## config.mk

```make
export PLATFORM = sky130hd
export DESIGN_NAME = fifo_trig_irq
export DESIGN_NICKNAME = d
export VERILOG_FILES = /design/src/rtl/fifo_trig_pkg.sv /design/src/rtl/fifo_trig_cfg.sv /design/src/rtl/fifo_trig_decode.sv /design/src/rtl/fifo_trig_tx_irq.sv /design/src/rtl/fifo_trig_rx_irq.sv /design/src/rtl/fifo_trig_irq.sv
export SDC_FILE = /design/constraint.sdc
export NUM_CORES = 1
export LEC_CHECK = 0
export BUFFER_PORTS_ARGS = -buffer_cell sky130_fd_sc_hd__buf_2
export CAP_MARGIN = 30
export CORE_MARGIN = 2
export CORE_UTILIZATION = 40
export CTS_BUF_LIST = sky130_fd_sc_hd__clkbuf_4 sky130_fd_sc_hd__clkbuf_8
export DETAILED_ROUTE_END_ITERATION = 6
export HOLD_SLACK_MARGIN = 0.05
export PLACE_DENSITY = 0.88
export SYNTH_ARGS = -nofsm -noshare
export SYNTH_HDL_FRONTEND = slang
export SYNTH_SLANG_ARGS = --single-unit
```

## constraint.sdc

```tcl
create_clock -name clk -period 1.5 [get_ports clk]
set_input_delay 0.075 -clock clk [delete_from_list [all_inputs] [get_ports clk]]
set_output_delay 0.075 -clock clk [all_outputs]
set_load 0.005 [all_outputs]
```

## src/rtl/fifo_trig_pkg.sv

```systemverilog
package fifo_trig_pkg;
  localparam int SEL_W = 2;
  localparam int N_CH  = 2;

  typedef logic [SEL_W-1:0] trig_sel_t;

  typedef struct packed {
    trig_sel_t tx;
    trig_sel_t rx;
  } trig_cfg_t;

  localparam int CH_TX = 0;
  localparam int CH_RX = 1;
endpackage

```

## src/rtl/fifo_trig_cfg.sv

```systemverilog
module fifo_trig_cfg
  import fifo_trig_pkg::*;
(
  input  logic      clk,
  input  logic      rst_n,
  input  logic      we,
  input  trig_cfg_t wdata,
  output trig_cfg_t cfg
);
  trig_cfg_t cfg_q;
  trig_cfg_t cfg_d;

  always_comb begin
    cfg_d = cfg_q;
    if (we) begin
      cfg_d = wdata;
    end
  end

  always_ff @(posedge clk or negedge rst_n) begin
    if (!rst_n) begin
      cfg_q <= '0;
    end else begin
      cfg_q <= cfg_d;
    end
  end

  assign cfg = cfg_q;

  AST_CFG_HOLD: assert property (@(posedge clk) disable iff (!rst_n)
    !we |=> $stable(cfg_q));
  AST_CFG_LOAD: assert property (@(posedge clk) disable iff (!rst_n)
    we |=> (cfg_q == $past(wdata)));
endmodule

```

## src/rtl/fifo_trig_decode.sv

```systemverilog
module fifo_trig_decode
  import fifo_trig_pkg::*;
#(
  parameter int CNT_W    = 5,
  parameter int LVL_SEL0 = 1,
  parameter int LVL_SEL1 = 4,
  parameter int LVL_SEL2 = 8,
  parameter int LVL_SEL3 = 14,
  parameter int LVL_OFF  = 1
) (
  input  trig_sel_t        sel,
  input  logic             en,
  output logic [CNT_W-1:0] thr
);
  always_comb begin
    thr = CNT_W'(LVL_OFF);
    if (en) begin
      unique case (sel)
        2'b00:   thr = CNT_W'(LVL_SEL0);
        2'b01:   thr = CNT_W'(LVL_SEL1);
        2'b10:   thr = CNT_W'(LVL_SEL2);
        default: thr = CNT_W'(LVL_SEL3);
      endcase
    end
  end
endmodule

```

## src/rtl/fifo_trig_tx_irq.sv

```systemverilog
module fifo_trig_tx_irq #(
  parameter int CNT_W = 5
) (
  input  logic             clk,
  input  logic             rst_n,
  input  logic [CNT_W-1:0] count,
  input  logic [CNT_W-1:0] thr,
  output logic             irq
);
  logic below;
  logic irq_q;
  logic irq_d;

  always_comb begin
    below = (count < thr);
    irq_d = below;
  end

  always_ff @(posedge clk or negedge rst_n) begin
    if (!rst_n) begin
      irq_q <= 1'b0;
    end else begin
      irq_q <= irq_d;
    end
  end

  assign irq = irq_q;

  AST_TX_RISE: assert property (@(posedge clk) disable iff (!rst_n)
    $rose(irq_q) |-> ($past(count) < $past(thr)));
  AST_TX_FALL: assert property (@(posedge clk) disable iff (!rst_n)
    $fell(irq_q) |-> ($past(count) >= $past(thr)));
endmodule

```

## src/rtl/fifo_trig_rx_irq.sv

```systemverilog
module fifo_trig_rx_irq #(
  parameter int CNT_W = 5
) (
  input  logic             clk,
  input  logic             rst_n,
  input  logic             push,
  input  logic [CNT_W-1:0] count,
  input  logic [CNT_W-1:0] thr,
  output logic             irq
);
  localparam logic [CNT_W:0] ONE = (CNT_W+1)'(1);

  logic [CNT_W:0] count_nxt;
  logic           hit;
  logic           below;
  logic           irq_q;
  logic           irq_d;

  always_comb begin
    count_nxt = {1'b0, count} + ONE;
    hit       = push && (count_nxt == {1'b0, thr});
    below     = (count < thr);
    irq_d     = irq_q;
    if (hit) begin
      irq_d = 1'b1;
    end else if (below) begin
      irq_d = 1'b0;
    end
  end

  always_ff @(posedge clk or negedge rst_n) begin
    if (!rst_n) begin
      irq_q <= 1'b0;
    end else begin
      irq_q <= irq_d;
    end
  end

  assign irq = irq_q;

  AST_RX_RISE: assert property (@(posedge clk) disable iff (!rst_n)
    $rose(irq_q) |-> ($past(push) &&
      (({1'b0, $past(count)} + ONE) == {1'b0, $past(thr)})));
  AST_RX_HOLD: assert property (@(posedge clk) disable iff (!rst_n)
    (irq_q && (count >= thr)) |=> irq_q);
  AST_RX_FALL: assert property (@(posedge clk) disable iff (!rst_n)
    $fell(irq_q) |-> ($past(count) < $past(thr)));
endmodule

```

## src/rtl/fifo_trig_irq.sv

```systemverilog
module fifo_trig_irq
  import fifo_trig_pkg::*;
#(
  parameter int FIFO_DEPTH = 16,
  parameter int LVL_SEL0   = 1,
  parameter int LVL_SEL1   = 4,
  parameter int LVL_SEL2   = 8,
  parameter int LVL_SEL3   = 14,
  parameter int LVL_OFF    = 1,
  localparam int CNT_W     = $clog2(FIFO_DEPTH + 1)
) (
  input  logic             clk,
  input  logic             rst_n,
  input  logic             fifo_en,
  input  logic             cfg_we,
  input  logic [1:0]       cfg_tx_sel,
  input  logic [1:0]       cfg_rx_sel,
  input  logic [CNT_W-1:0] tx_count,
  input  logic [CNT_W-1:0] rx_count,
  input  logic             rx_push,
  output logic             tx_irq,
  output logic             rx_irq,
  output logic [CNT_W-1:0] tx_thresh,
  output logic [CNT_W-1:0] rx_thresh
);
  trig_cfg_t        wr_cfg;
  trig_cfg_t        cur_cfg;
  trig_sel_t        sel_arr [N_CH];
  logic [CNT_W-1:0] thr_arr [N_CH];

  always_comb begin
    wr_cfg.tx = cfg_tx_sel;
    wr_cfg.rx = cfg_rx_sel;
    sel_arr[CH_TX] = cur_cfg.tx;
    sel_arr[CH_RX] = cur_cfg.rx;
  end

  fifo_trig_cfg u_cfg (
    .clk   (clk),
    .rst_n (rst_n),
    .we    (cfg_we),
    .wdata (wr_cfg),
    .cfg   (cur_cfg)
  );

  for (genvar g = 0; g < N_CH; g++) begin : g_dec
    fifo_trig_decode #(
      .CNT_W    (CNT_W),
      .LVL_SEL0 (LVL_SEL0),
      .LVL_SEL1 (LVL_SEL1),
      .LVL_SEL2 (LVL_SEL2),
      .LVL_SEL3 (LVL_SEL3),
      .LVL_OFF  (LVL_OFF)
    ) u_dec (
      .sel (sel_arr[g]),
      .en  (fifo_en),
      .thr (thr_arr[g])
    );
  end

  assign tx_thresh = thr_arr[CH_TX];
  assign rx_thresh = thr_arr[CH_RX];

  fifo_trig_tx_irq #(.CNT_W(CNT_W)) u_tx (
    .clk   (clk),
    .rst_n (rst_n),
    .count (tx_count),
    .thr   (tx_thresh),
    .irq   (tx_irq)
  );

  fifo_trig_rx_irq #(.CNT_W(CNT_W)) u_rx (
    .clk   (clk),
    .rst_n (rst_n),
    .push  (rx_push),
    .count (rx_count),
    .thr   (rx_thresh),
    .irq   (rx_irq)
  );

  AST_THR_OFF: assert property (@(posedge clk) disable iff (!rst_n)
    !fifo_en |-> ((tx_thresh == CNT_W'(LVL_OFF)) &&
                  (rx_thresh == CNT_W'(LVL_OFF))));
  AST_THR_LEGAL: assert property (@(posedge clk) disable iff (!rst_n)
    fifo_en |-> ((tx_thresh == CNT_W'(LVL_SEL0)) || (tx_thresh == CNT_W'(LVL_SEL1)) ||
                 (tx_thresh == CNT_W'(LVL_SEL2)) || (tx_thresh == CNT_W'(LVL_SEL3))));
  AST_RX_LEGAL: assert property (@(posedge clk) disable iff (!rst_n)
    fifo_en |-> ((rx_thresh == CNT_W'(LVL_SEL0)) || (rx_thresh == CNT_W'(LVL_SEL1)) ||
                 (rx_thresh == CNT_W'(LVL_SEL2)) || (rx_thresh == CNT_W'(LVL_SEL3))));
endmodule

```

==> metrics <==
outcome completed; largest cells by area after synthesis dfrtp_1 28%, ha_1 19%, mux2_2 8.4%; num rows 13; clock share of power 27.7%; Yosys top cell by area dfrtp_1; drt pass-1 iters 3; period utilization 95.6%; Logic pwr share 38.3%; compound-gate portion of the synthesized area 12.8%; buffer levels on the longest clock path 2; CP required 1.64 ns; largest net degree at the start of global routing 7; WP data arrival 1.57 ns; worst min-delay path class input port to flop; Post-synth EDFFs 0; Synth async-reset ratio 100%; DIE AREA 1650 µm²; I/O Buffers 28; total clock sinks 6; Synth Area in Adders 18.6%; Peak VDD IR 0.451 mV; Net Sw Power 0.174 mW; pre-CTS WS 0.00344 ns; antenna-violating nets left 0; Inserted Clock Buffers 3; Post-Syn Area 537 µm²; Power Internal 0.381 mW; Die Ht 40.6 µm; Pwr Density 670 nW/µm²; share of cells above drive strength 1 51.5%; worst-case reg-to-reg path depth 8; Seq pwr share 34.0%; Core ar. 1270 µm²; Clock Latency Late Sink 0.25 ns; total number of vias 562; WL final 1.37 mm; fin. max-slew vios 0; initial core utilization 42.3%; Net count, final 128; drc violations 0; Ant. Diodes 0; antenna violations before repair 0; synth cell count leaders 8 x ha_1, 8 x inv_1, 7 x nand2_1, 6 x dfrtp_1; DPL Wire Length 978 µm; final hold viol count 0; Worst Hold Depth 2; Simple-Gate Fraction of Synth Area 17.7%; Top FF cell, synth dfrtp_1; Final min period 1.43 ns; gr ovfl total 0; flop2flop setup slack 0.07 ns; Initial DRC Count 6; Final Skew 0.00439 ns; Via density 4.93; io pins 31; worst setup path class flop to flop; CP endpoint kind flop; placed cell count 104; Syn-to-layout area delta 54.1%; Clock transition at path regs 0.05 ns; Util after Layout 65.2%; syn_area_per_cell 8.95 µm²; design area 827 µm²; CTS tree built; post-synthesis sequential area ratio 28.0%; synthesized flop and latch total 6; Wirelength per Cell 12.0 µm; Non-Filler Instances 114; Yosys Warn Count 0; H-tree Lvls 1; Synth top area share 28.0%; Total GRT Usage 17.9%; max-cap violations 0; Die W 40.6 µm; post-synthesis mux area share 10.5%; Post-Synth XOR/XNOR Area 3.26%; final setup margin 0.0659 ns; DP Area 699 µm²; CP Max Fanout 3; final setup violation count 0; Switching Fraction 31.3%; CP Launch Type flop; Leak Pwr 0.460 nW; Post-Syn Instances 60; FMAX 697 MHz; first-pass GRT wire length 1.88 mm; Placer Congestion 0.835; largest family of logic cells by synthesized area adder cells; Netlist cell types 25; vias in the first global route 517; Fill cells 106; Root Buffer Master clkbuf_4
## layout make-up
type,instances,area (µm²),area share [%]
Clock buffer,3,22.5,2.72
Inverter,8,30.0,3.63
Multi-Input combinational cell,45,384,46.4
Sequential cell,6,150,18.2
Tap cell,15,18.8,2.27
Timing Repair Buffer,37,221,26.8
## power by group through the flow
stage | sequential [mW] | clock, mW | combinational, mW
6_report | 0.189 | 0.154 | 0.212
3_3_place_gp | 0.189 | 0 | 0.165
3_5_place_dp | 0.190 | 0 | 0.172
2_1_floorplan | 0.189 | 0 | 0.0942
5_1_grt | 0.190 | 0.167 | 0.241
4_1_cts | 0.187 | 0.160 | 0.181
## layer usage
layer  up-vias  part of all wire, %  wire length [µm]  global-route usage [%]
met1       265                   38               514                    16.9
met3         0                  4.3                59                    8.15
li1        282                    -                 -                       -
met5         -                    0                 0                       0
met2        15                   58               792                    31.3
met4         0                    0                 0                    10.8
## flip-flops by register name, summed over array words and instances (netlist names)
register,count
u_tx.irq,1
u_rx.irq,1
u_cfg.cfg,4
## critical path, stage by stage, from the launching register on
cell	delay (ns)
dfrtp_1	0.35
nand2_2	0.07
inv_2	0.08
nand2_2	0.08
ha_4	0.23
nor2b_1	0.12
o21ai_1	0.12
a21oi_1	0.08
a41o_1	0.20
## repair_timing
item / CTS / global route
endpoints found under the setup margin: 1 / 2
endpoints found under the hold margin: 9 / 0
pin swaps: 0 / 7
buffers inserted: 0 / 3
hold buffers: 4 / 0
resized for setup: 1 / 10
## metrics by stage
step	power (mW)	hold WS (ns)	setup TNS (ns)
floorplan	0.283	-0.221	0
global placement	0.353	-0.0996	0
detailed placement	0.362	-0.0970	0
CTS	0.528	0.0544	0
global route	0.598	0.0543	-0.0409
finish	0.554	0.0666	0
## worst paths after layout
| kind | end | start |
|---|---|---|
| hold / removal | u_cfg.cfg[2] | cfg_tx_sel[0] |
| hold reg to reg | u_cfg.cfg[2] | u_cfg.cfg[2] |
| setup reg to reg | u_rx.irq | u_cfg.cfg[1] |
| max in group asynchronous | u_cfg.cfg[0] | rst_n |
| setup / recovery | u_rx.irq | u_cfg.cfg[1] |
| min in group asynchronous | u_cfg.cfg[3] | rst_n |
## cell usage in the layout, fill, tap and decap left out, types with 2 or more instances in the layout
cell type	count
inv_1	6
o21ai_1	2
dfrtp_1	6
clkbuf_4	3
mux2_2	4
inv_2	2
nor2_1	4
nand2_1	5
dlygate4sd3_1	4
buf_4	4
buf_2	28
nand2_2	3
conb_1	2
ha_1	7
## kinds of logic (layout without fill, tap and decap cells)
family / Yosys count / count (layout)
AOI/OAI and AO/OA: 10 / 10
xor gates and xnor gates: 2 / 2
adders and majority gates: 8 / 8
buffers and inverters: 10 / 48
DFF: 6 / 6
muxes: 5 / 5
other: 1 / 2
and+or+nand+nor: 18 / 18
Note: power is estimated with default switching activity, not from simulation.
